**src/rtl/bseq_pkg.sv**
```systemverilog
package bseq_pkg;
  localparam int WORD_W = 32;
  localparam int CNT_W  = 16;

  localparam logic [1:0] A_CTRL = 2'd0;
  localparam logic [1:0] A_STAT = 2'd1;
  localparam logic [1:0] A_TXD  = 2'd2;
  localparam logic [1:0] A_RXD  = 2'd3;

  // control word bit positions
  localparam int C_RUN     = 0;
  localparam int C_TXEN    = 1;
  localparam int C_RXEN    = 2;
  localparam int C_IETX    = 3;
  localparam int C_IERX    = 4;
  localparam int C_CNT_LSB = 16;

  // status word bit positions
  localparam int S_BUSY  = 0;
  localparam int S_RDY   = 1;
  localparam int S_TXOVF = 2;
  localparam int S_RXUNF = 3;
  localparam int S_TXE   = 4;
  localparam int S_TXF   = 5;
  localparam int S_RXE   = 6;
  localparam int S_RXF   = 7;
  localparam int S_TXFL  = 8;
  localparam int S_RXFL  = 9;

  typedef struct packed {
    logic [CNT_W-1:0] count_m1;
    logic             ie_rx;
    logic             ie_tx;
    logic             rx_en;
    logic             tx_en;
  } ctrl_t;
endpackage

```
**src/rtl/bseq_fifo.sv**
```systemverilog
module bseq_fifo #(
  parameter int W     = 32,
  parameter int DEPTH = 4
) (
  input  logic         clk,
  input  logic         rst_n,
  input  logic         flush_i,
  input  logic         push_i,
  input  logic [W-1:0] din_i,
  input  logic         pop_i,
  output logic [W-1:0] dout_o,
  output logic         empty_o,
  output logic         full_o
);
  localparam int AW = (DEPTH > 1) ? $clog2(DEPTH) : 1;
  localparam int CW = $clog2(DEPTH + 1);
  localparam logic [AW-1:0] LAST  = AW'(DEPTH - 1);
  localparam logic [CW-1:0] FULLC = CW'(DEPTH);

  logic [W-1:0]  mem_q [DEPTH];
  logic [AW-1:0] wp_q, wp_d, rp_q, rp_d;
  logic [CW-1:0] cnt_q, cnt_d;
  logic          do_push, do_pop;

  assign empty_o = (cnt_q == '0);
  assign full_o  = (cnt_q == FULLC);
  assign do_push = push_i & ~full_o & ~flush_i;
  assign do_pop  = pop_i & ~empty_o & ~flush_i;
  assign dout_o  = mem_q[rp_q];

  always_comb begin
    wp_d  = wp_q;
    rp_d  = rp_q;
    cnt_d = cnt_q;
    if (flush_i) begin
      wp_d  = '0;
      rp_d  = '0;
      cnt_d = '0;
    end else begin
      if (do_push) wp_d = (wp_q == LAST) ? '0 : wp_q + 1'b1;
      if (do_pop)  rp_d = (rp_q == LAST) ? '0 : rp_q + 1'b1;
      cnt_d = cnt_q + CW'(do_push) - CW'(do_pop);
    end
  end

  always_ff @(posedge clk or negedge rst_n) begin
    if (!rst_n) begin
      wp_q  <= '0;
      rp_q  <= '0;
      cnt_q <= '0;
    end else begin
      wp_q  <= wp_d;
      rp_q  <= rp_d;
      cnt_q <= cnt_d;
    end
  end

  always_ff @(posedge clk) begin
    if (do_push) mem_q[wp_q] <= din_i;
  end

  // the owner never pushes into a full queue; overflow is handled upstream
  a_r2_no_push_full: assert property (@(posedge clk) disable iff (!rst_n)
    push_i |-> !full_o);
  // a flush leaves the queue empty
  a_r11_flush_empties: assert property (@(posedge clk) disable iff (!rst_n)
    flush_i |=> empty_o);
endmodule

```
**src/rtl/bseq_core.sv**
```systemverilog
module bseq_core #(
  parameter int CNT_W = 16
) (
  input  logic             clk,
  input  logic             rst_n,
  input  logic             go_i,
  input  logic [CNT_W-1:0] count_m1_i,
  input  logic             tx_en_i,
  input  logic             rx_en_i,
  input  logic             tx_empty_i,
  input  logic             rx_full_i,
  input  logic             eng_ack_i,
  output logic             busy_o,
  output logic             eng_req_o,
  output logic             word_done_o,
  output logic             done_o
);
  logic             busy_q, busy_d;
  logic             req_q, req_d;
  logic [CNT_W-1:0] rem_q, rem_d;
  logic             can_issue;

  assign word_done_o = req_q & eng_ack_i;
  assign done_o      = word_done_o & (rem_q == '0);
  assign can_issue   = busy_q & ~req_q & (~tx_en_i | ~tx_empty_i) & (~rx_en_i | ~rx_full_i);
  assign busy_o      = busy_q;
  assign eng_req_o   = req_q;

  always_comb begin
    busy_d = busy_q;
    req_d  = req_q;
    rem_d  = rem_q;
    if (go_i && !busy_q) begin
      busy_d = 1'b1;
      rem_d  = count_m1_i;
    end else if (can_issue) begin
      req_d = 1'b1;
    end else if (word_done_o) begin
      req_d = 1'b0;
      if (rem_q == '0) busy_d = 1'b0;
      else             rem_d  = rem_q - 1'b1;
    end
  end

  always_ff @(posedge clk or negedge rst_n) begin
    if (!rst_n) begin
      busy_q <= 1'b0;
      req_q  <= 1'b0;
      rem_q  <= '0;
    end else begin
      busy_q <= busy_d;
      req_q  <= req_d;
      rem_q  <= rem_d;
    end
  end

  // completing the last word ends the block
  a_r6_done_drops_busy: assert property (@(posedge clk) disable iff (!rst_n)
    done_o |=> !busy_o);
  // requests only inside a running block
  a_r5_req_in_block: assert property (@(posedge clk) disable iff (!rst_n)
    eng_req_o |-> busy_o);
  // a word in flight always has room in the receive queue
  a_r9_room_for_rx: assert property (@(posedge clk) disable iff (!rst_n)
    (eng_req_o && rx_en_i) |-> !rx_full_i);
  // a word in flight always has transmit data behind it
  a_r10_tx_backed: assert property (@(posedge clk) disable iff (!rst_n)
    (eng_req_o && tx_en_i) |-> !tx_empty_i);
endmodule

```
**src/rtl/bseq_top.sv**
```systemverilog
module bseq_top
  import bseq_pkg::*;
#(
  parameter int DEPTH = 4
) (
  input  logic              clk,
  input  logic              rst_n,
  input  logic              bus_wr,
  input  logic              bus_rd,
  input  logic [1:0]        bus_addr,
  input  logic [WORD_W-1:0] bus_wdata,
  output logic [WORD_W-1:0] bus_rdata,
  output logic              irq,
  output logic              eng_req,
  output logic [WORD_W-1:0] eng_tx_data,
  input  logic              eng_ack,
  input  logic [WORD_W-1:0] eng_rx_data
);
  ctrl_t ctrl_q, ctrl_d;
  logic  ready_q, ready_d, ovf_q, ovf_d, unf_q, unf_d;
  logic  wr_ctrl, wr_stat, wr_tx, rd_rx;
  logic  busy, go, word_done, done;
  logic  tx_empty, tx_full, rx_empty, rx_full;
  logic  tx_flush, rx_flush, tx_push, tx_pop, rx_push, rx_pop;
  logic [WORD_W-1:0] tx_dout, rx_dout, stat_w, ctrl_w;

  assign wr_ctrl = bus_wr & (bus_addr == A_CTRL);
  assign wr_stat = bus_wr & (bus_addr == A_STAT);
  assign wr_tx   = bus_wr & (bus_addr == A_TXD);
  assign rd_rx   = bus_rd & (bus_addr == A_RXD);
  assign go      = wr_ctrl & bus_wdata[C_RUN] & ~busy;

  assign tx_flush = wr_stat & bus_wdata[S_TXFL] & ~busy;
  assign rx_flush = wr_stat & bus_wdata[S_RXFL] & ~busy;
  assign tx_push  = wr_tx & ~tx_full;
  assign tx_pop   = word_done & ctrl_q.tx_en;
  assign rx_push  = word_done & ctrl_q.rx_en;
  assign rx_pop   = rd_rx & ~rx_empty;

  bseq_fifo #(.W(WORD_W), .DEPTH(DEPTH)) i_txq (
    .clk(clk), .rst_n(rst_n), .flush_i(tx_flush), .push_i(tx_push), .din_i(bus_wdata),
    .pop_i(tx_pop), .dout_o(tx_dout), .empty_o(tx_empty), .full_o(tx_full));

  bseq_fifo #(.W(WORD_W), .DEPTH(DEPTH)) i_rxq (
    .clk(clk), .rst_n(rst_n), .flush_i(rx_flush), .push_i(rx_push), .din_i(eng_rx_data),
    .pop_i(rx_pop), .dout_o(rx_dout), .empty_o(rx_empty), .full_o(rx_full));

  bseq_core #(.CNT_W(CNT_W)) i_core (
    .clk(clk), .rst_n(rst_n), .go_i(go), .count_m1_i(bus_wdata[C_CNT_LSB +: CNT_W]),
    .tx_en_i(ctrl_q.tx_en), .rx_en_i(ctrl_q.rx_en), .tx_empty_i(tx_empty),
    .rx_full_i(rx_full), .eng_ack_i(eng_ack), .busy_o(busy), .eng_req_o(eng_req),
    .word_done_o(word_done), .done_o(done));

  always_comb begin
    ctrl_d = ctrl_q;
    if (wr_ctrl && !busy) begin
      ctrl_d.tx_en    = bus_wdata[C_TXEN];
      ctrl_d.rx_en    = bus_wdata[C_RXEN];
      ctrl_d.ie_tx    = bus_wdata[C_IETX];
      ctrl_d.ie_rx    = bus_wdata[C_IERX];
      ctrl_d.count_m1 = bus_wdata[C_CNT_LSB +: CNT_W];
    end
    ready_d = done | (ready_q & ~(wr_stat & bus_wdata[S_RDY]));
    ovf_d   = (wr_tx & tx_full) | (ovf_q & ~(wr_stat & bus_wdata[S_TXOVF]));
    unf_d   = (rd_rx & rx_empty) | (unf_q & ~(wr_stat & bus_wdata[S_RXUNF]));
  end

  always_ff @(posedge clk or negedge rst_n) begin
    if (!rst_n) begin
      ctrl_q  <= '0;
      ready_q <= 1'b0;
      ovf_q   <= 1'b0;
      unf_q   <= 1'b0;
    end else begin
      ctrl_q  <= ctrl_d;
      ready_q <= ready_d;
      ovf_q   <= ovf_d;
      unf_q   <= unf_d;
    end
  end

  always_comb begin
    stat_w          = '0;
    stat_w[S_BUSY]  = busy;
    stat_w[S_RDY]   = ready_q;
    stat_w[S_TXOVF] = ovf_q;
    stat_w[S_RXUNF] = unf_q;
    stat_w[S_TXE]   = tx_empty;
    stat_w[S_TXF]   = tx_full;
    stat_w[S_RXE]   = rx_empty;
    stat_w[S_RXF]   = rx_full;
    ctrl_w          = '0;
    ctrl_w[C_RUN]   = busy;
    ctrl_w[C_TXEN]  = ctrl_q.tx_en;
    ctrl_w[C_RXEN]  = ctrl_q.rx_en;
    ctrl_w[C_IETX]  = ctrl_q.ie_tx;
    ctrl_w[C_IERX]  = ctrl_q.ie_rx;
    ctrl_w[C_CNT_LSB +: CNT_W] = ctrl_q.count_m1;
    unique case (bus_addr)
      A_CTRL:  bus_rdata = ctrl_w;
      A_STAT:  bus_rdata = stat_w;
      A_TXD:   bus_rdata = '0;
      default: bus_rdata = rx_empty ? '0 : rx_dout;
    endcase
  end

  assign eng_tx_data = ctrl_q.tx_en ? tx_dout : '0;
  assign irq         = ready_q & (ctrl_q.ie_tx | ctrl_q.ie_rx);

  // handshake stays stable until the engine acknowledges
  a_r5_req_holds: assert property (@(posedge clk) disable iff (!rst_n)
    (eng_req && !eng_ack) |=> (eng_req && $stable(eng_tx_data)));
  // the end of a block always leaves ready set
  a_r6_ready_after_done: assert property (@(posedge clk) disable iff (!rst_n)
    done |=> ready_q);
  // configuration is frozen while a block runs
  a_r12_ctrl_locked: assert property (@(posedge clk) disable iff (!rst_n)
    (wr_ctrl && busy) |=> $stable(ctrl_q));
endmodule

```
**config.mk**
```make
export PLATFORM = sky130hd
export DESIGN_NAME = bseq_top
export DESIGN_NICKNAME = d
export VERILOG_FILES = /design/src/rtl/bseq_pkg.sv /design/src/rtl/bseq_fifo.sv /design/src/rtl/bseq_core.sv /design/src/rtl/bseq_top.sv
export SDC_FILE = /design/constraint.sdc
export NUM_CORES = 1
export LEC_CHECK = 0
export ABC_AREA = 1
export BUFFER_PORTS_ARGS = -buffer_cell sky130_fd_sc_hd__buf_2
export CAP_MARGIN = 20
export CORE_UTILIZATION = 32
export DETAILED_ROUTE_END_ITERATION = 12
export GPL_TIMING_DRIVEN = 0
export PLACE_DENSITY = 0.54
export SLEW_MARGIN = 20
export SYNTH_ARGS = -nofsm -noshare
export SYNTH_HDL_FRONTEND = slang
export SYNTH_HIERARCHICAL = 1
export SYNTH_SLANG_ARGS = --single-unit
```
**constraint.sdc**
```tcl
create_clock -name clk -period 4.6 [get_ports clk]
set_input_delay 0.23 -clock clk [delete_from_list [all_inputs] [get_ports clk]]
set_output_delay 0.23 -clock clk [all_outputs]
set_load 0.005 [all_outputs]
```
After elaboration in Yosys (flattened, before gate mapping)
Memories as Yosys holds them, arrays and structs flattened.
Index checks and enable logic that the tools add are counted.
Widths: inputs -> output; s select.
{"block": "word_totals", "register_bits": 55, "mem_bits_rw": 256, "input_bits": 71, "output_inout_bits": 66, "elab_cells": 143, "memories": 2}
{"name": "i_rxq.mem_q", "words": 4, "width": 32, "rd": 1, "rd_ports_with_merged_regs": 0, "wr": 1, "line_no": "bseq_fifo.sv:20", "text": "logic [W-1:0] mem_q [DEPTH];"}
{"name": "i_txq.mem_q", "words": 4, "width": 32, "rd": 1, "rd_ports_with_merged_regs": 0, "wr": 1, "line_no": "bseq_fifo.sv:20"}
{"block": "classes", "addsub": 9, "n_eq_ne": 11, "n_mux": 31, "bitwise": 56, "reduce_logical": 17}
{"cell": "$pmux 32 s3", "count": 1}
{"cell": "$mux 16", "count": 4}
{"cell": "$mux 32", "count": 2}
{"cell": "$and 1x1->1", "count": 36}
{"cell": "$mux 2", "count": 12}
{"cell": "$logic_not 16->1", "count": 1}
{"cell": "$sub 16x1->16 const B", "count": 1}
{"cell": "$not 1->1", "count": 14}
{"cell": "$reduce_bool 2->1", "count": 7}
{"cell": "$eq 2x2->1 const B", "count": 6}
{"cell": "$mux 1", "count": 10}
{"cell": "$add 2x1->2 const B", "count": 4}
{"cell": "$add 3x1->3", "count": 2}
{"cell": "$eq 3x3->1 const B", "count": 2}
{"cell": "$logic_not 3->1", "count": 2}
{"cell": "$mux 3", "count": 2}
{"cell": "$or 1x1->1", "count": 6}
{"cell": "$reduce_and 3->1", "count": 2}
{"cell": "$sub 3x1->3", "count": 2}
{"cell": "$eq 2x1->1 const B", "count": 1}
{"cell": "$logic_and 1x1->1", "count": 2}
{"cell": "$logic_not 2->1", "count": 1}
{"cell": "$ne 2x1->1 const B", "count": 1}
{"cell": "$ne 2x2->1 const B", "count": 1}
{"cell": "2 further kinds", "count": 2}

Logic depth before layout (Yosys ltp)
{"block": "depth", "word_depth": 9, "depth_mapped": 15, "ltp_nobuf": 14}

Hierarchy
The synthesis kept the hierarchy.
{"mod": "bseq_fifo", "instances": 2, "cells_each": 435, "area_each_um2": 5504.0, "seq_area_each_um2": 4018.9}
{"mod": "bseq_top", "instances": 1, "cells_each": 293, "area_each_um2": 1684.1, "seq_area_each_um2": 575.6}
{"mod": "bseq_core", "instances": 1, "cells_each": 212, "area_each_um2": 1332.5, "seq_area_each_um2": 450.4}

Worst setup path before layout
Ideal clock, no wire load.
{"block": "synth_timing", "path_type": "reg2reg", "startpoint": "register i_txq.cnt_q[1]", "endpoint": "memory i_txq.mem_q[0][0], enable pin", "arrival_time_ps": 2546, "path_slack_ps": 1633, "stages_incl_launch_ff": 7, "synth_period_minus_slack_ps": 2967, "cell_sequence": "dfrtp_1 nor2_1 nand2_1 inv_1 nor3_1 nand3_1 nor2_1"}
{"block": "synth_via", "elab_chain_cells": 7}
{"element": "start, declared", "line_no": "bseq_fifo.sv:22", "text": "logic [CW-1:0] cnt_q, cnt_d;"}
{"element": "start signal, assigned", "line_no": "bseq_fifo.sv:54", "text": "cnt_q <= cnt_d;"}
{"element": "$eq 3x3->1", "line_no": "bseq_fifo.sv:26", "text": "assign full_o = (cnt_q == FULLC);"}
{"element": "net tx_full", "line_no": "bseq_top.sv:23", "text": "logic tx_empty, tx_full, rx_empty, rx_full;"}
{"element": "$not 1->1", "line_no": "bseq_top.sv:35", "text": "assign tx_push = wr_tx & ~tx_full;"}
{"element": "$and 1x1->1", "line_no": "bseq_top.sv:35"}
{"element": "net tx_push", "line_no": "bseq_top.sv:24", "text": "logic tx_flush, rx_flush, tx_push, tx_pop, rx_push, rx_pop;"}
{"element": "$and 1x1->1 (2 in series)", "line_no": "bseq_fifo.sv:27", "text": "assign do_push = push_i & ~full_o & ~flush_i;"}
{"element": "$mux 1", "line_no": "bseq_fifo.sv:59", "text": "if (do_push) mem_q[wp_q] <= din_i;"}
{"element": "$mux 1 (not written as such)", "line_no": "bseq_fifo.sv:59"}
{"element": "end, declared", "line_no": "bseq_fifo.sv:20"}
The timed path passes the listed nets, and every way through them passes these cells.

Worst setup path in the final report
{"block": "layout_timing", "startpoint": "register i_core.busy_q (netlist: i_core/busy_o)", "endpoint": "register i_rxq.cnt_q[1]"}
{"block": "layout_via", "elab_chain_cells": 7}
{"element": "start, declared", "line_no": "bseq_core.sv:18", "text": "logic busy_q, busy_d;"}
{"element": "start signal, assigned", "line_no": "bseq_core.sv:51", "text": "busy_q <= busy_d;"}
{"element": "$not 1->1 *", "line_no": "bseq_top.sv:34", "text": "assign rx_flush = wr_stat & bus_wdata[S_RXFL] & ~busy;"}
{"element": "$and 1x1->1 *", "line_no": "bseq_top.sv:34"}
{"element": "net rx_flush", "line_no": "bseq_top.sv:24"}
{"element": "$not 1->1", "line_no": "bseq_fifo.sv:27, bseq_fifo.sv:28"}
{"element": "$and 1x1->1", "line_no": "bseq_fifo.sv:27"}
{"element": "$add 3x1->3", "line_no": "bseq_fifo.sv:42", "text": "cnt_d = cnt_q + CW'(do_push) - CW'(do_pop);"}
{"element": "$sub 3x1->3", "line_no": "bseq_fifo.sv:42"}
{"element": "$mux 3 *", "line_no": "bseq_fifo.sv:35", "text": "if (flush_i) begin"}
{"element": "net i_rxq.cnt_d[1]", "line_no": "bseq_fifo.sv:22"}
{"element": "end signal, assigned", "line_no": "bseq_fifo.sv:54"}
{"element": "end, declared", "line_no": "bseq_fifo.sv:22"}
Mark *: on every way through the listed nets, which the timed path passes. The rest lies on a longest branch.
A chain may end at the register's enable or synchronous reset.

==> reports/qor.csv <==
metric,value,unit
status,finished clean,
CP required,4980,ps
"Reg clk slew, reported paths",60,ps
Cells after DPL,2104,
Critical Path Source Type,flip-flop,
main flop type after synthesis,edfxtp_1,
Final Instance Area,0.0174,mm^2
Die Ht,211,um
final cell count without fillers,2223,
TritonCTS Buffers,36,
sw frac,35.3,%
vias in the first global route,9924,
"Seq/Total Area, Yosys",64.6,%
synth cell count leaders,"401 x nand2_1, 256 x edfxtp_1, 214 x inv_1",
most common cell in the netlist,nand2_1,
clk buf depth,3,
Clock power frac,28.7,%
worst-path fanout max,10,
Layout Nets,1700,
CP endpoint kind,flip-flop,
Initial DRT Pass Iterations,5,
Hold WC Path Type,in -> reg,
crit path DAT,3590,ps
Syn Inst Count,1375,
ratio of cells with drive above 1 in the final layout,16.4,%
net switching power,0.00332,W
Worst-Margin Slew,714,ps
Final setup viols,0,
later-pin clock latency in the skew report,530,ps
I/O pin count,137,
min cycle time layout,3220,ps
worst-path cell with the longest stage delay,nand3_1,
ant diodes,0,
skew final,23.5,ps
Post-CTS Setup Inserts,0,
max frequency,311,MHz
Max VDD drop,0.000305,V
ys async rst share,17.7,%
share of the synthesized area in the top cell type,54.8,%
P_leak,7.68,nW
placed cell area,0.0157,mm^2
kind of critical path,reg -> reg,
RSZ-0062 raised after global routing,no,
CTS sink count,311,
worst rel slew slack,52.4,%
Reg2Reg Capture Point,i_rxq/cnt_q[1],
Sum Neg Setup Slack,0,ps
Final period util,69.9,%
Crit path largest cell delay,490,ps
first-pass GRT wire length,56.5,mm
RD Place Congestion,0.832,
yosys warns,6,
final hold vios,0,
Max Slew Vio Count,0,
initial core utilization,32.5,%
drt total wl,36.3,mm
syn avg cell area,10.2,um^2
#FFs+latches synth,311,
total grt overflow,0,
Worst R2R Setup Slack,1380,ps
CTS Root Cell,clkbuf_16,
sequential share of power,38.2,%
drt drc,0,
R2R cell count,11,
Syn Nets,1463,
vias,9980,
drt first-iter violations,553,
reg2reg start,i_core/busy_o,
hold path startpoint,bus_wdata[22],
PortBufs,135,
die area,0.0447,mm^2
number of max-cap violations,0,
Antenna Violating Nets Remaining,0,
CP cell instances,nor2_1 -> nand2_1 -> nor2_1 -> clkinv_1 -> nand3_1 -> ha_1 -> inv_1 -> ha_1 -> inv_1 -> fa_1 -> nor2_1,
crit path to,i_rxq/cnt_q[1],
standard-cell rows,76,
HPWL after DPL,25.0,mm
WL/cell,16.3,um
pin count of the biggest net entering global routing,56,
Most Frequent Cell on Critical Path,nor2_1,
Int Pwr,0.00608,W
CP startpoint,i_core/busy_o,
synth unique cells,35,
Die W,211,um
TritonCTS clock tree,done,
antenna violations before repair,0,
leading area contributor after synthesis,edfxtp_1,
Mapped Area,0.0140,mm^2
gr usage total,16.5,%
"EDFF count, synth",256,
Comb pwr share,33.1,%
via/cell ratio,4.49,
htree depth,2,
Area Growth Syn to Fin,24.0,%
Power Density,541,mW/mm^2
Core Region,0.0432,mm^2
"top cells by area, synth","edfxtp_1 55%, nand2_1 11%, dfrtp_1 9.8%",
## cells in the final DEF (no fill, tap or decap), drive strengths merged
cell type,instances
edfxtp,256
or2,6
inv,218
fa,2
nand3b,3
o21a,1
a21oi,67
clkinv,20
and2,1
o211ai,64
buf,194
dlygate4sd3,55
nor3,2
xor2,1
a31oi,3
xnor2,1
o21ai,78
dfrtp,55
clkinvlp,1
clkbuf,56
nand4,13
nand2,404
nor2,68
ha,15
bufinv,2
nand3,51
nor3b,1
## cells by family after synthesis
| family | after synthesis | synth area share (%) |
|---|---|---|
| AOI/OAI and AO/OA | 213 | 8.79 |
| and+or+nand+nor | 549 | 15.9 |
| buffers and inverters | 283 | 8.92 |
| adders and majority gates | 17 | 1.62 |
| DFF | 311 | 64.6 |
| xor gates and xnor gates | 2 | 0.125 |
## power by group through the flow
stage | logic, W | clock network, W | registers [W]
global placement | 0.00304 | 0 | 0.00365
global route | 0.00355 | 0.00288 | 0.00363
finish | 0.00311 | 0.00270 | 0.00359
CTS | 0.00317 | 0.00277 | 0.00359
detailed placement | 0.00312 | 0 | 0.00364
floorplan | 0.00202 | 0 | 0.00359
## state kept, by name (all words and copies together) (netlist names)
register / count
i_txq/mem_q: 128
i_txq/cnt_q: 3
unf_q: 1
ctrl_q: 20
i_txq/wp_q: 2
ovf_q: 1
i_rxq/wp_q: 2
i_core/busy_o: 1
i_core/rem_q: 16
i_rxq/cnt_q: 3
i_rxq/rp_q: 2
i_rxq/mem_q: 128
ready_q: 1
i_core/eng_req_o: 1
i_txq/rp_q: 2
## area by class of cell
type,instances,area [um^2]
inverters,219,822
well taps,585,732
fillers,4250,25800
clock buffers,42,945
repair buffers,199,1460
multi-input cells,781,3770
flip-flops and latches,311,9060
clock inverters,22,164
plain buffers,64,429
## worst min path at each step
stage	to	slack [ps]	cells after the start
6_report	i_txq/mem_q[1][22]	10	1
5_1_grt	i_txq/mem_q[1][22]	8	1
4_1_cts	i_txq/mem_q[1][22]	0.1	1
3_5_place_dp	i_core/rem_q[9]	350	1
3_3_place_gp	i_core/eng_req_o	420	2
2_1_floorplan	ctrl_q[0]	-70	0
## worst max-delay path, delay by kind of cell (launching register included)
family        cells  cell delay, ps
simple gates      5            1260
fa+ha+maj         3             940
flops             1             430
buf+inv           3             430
## repair_timing
item,in CTS,in global routing
gates resized for setup,0,0
hold buffers,55,0
hold endpoints to repair,262,0
## stage by stage
stage	hold slack [ps]	power, W	utilization, %	setup WS (ps)
2_1_floorplan	-65.6	0.00562	-	1630
3_3_place_gp	425	0.00668	35.7	307
3_5_place_dp	345	0.00676	36.4	1230
4_1_cts	0.132	0.00952	40.3	1330
5_1_grt	8.07	0.0101	40.3	1090
6_report	12.5	0.00940	40.3	1380
## layer usage
metal  GRT usage, %  share of wire (%)  vias to the layer above
li1               -                  -                     5003
met3           2.94                5.5                       53
met1           22.5                 46                     4677
met4           3.80                1.6                        0
met2           27.4                 47                      247
met5              0                  0                        -
Power figures use the tool's default switching activity.
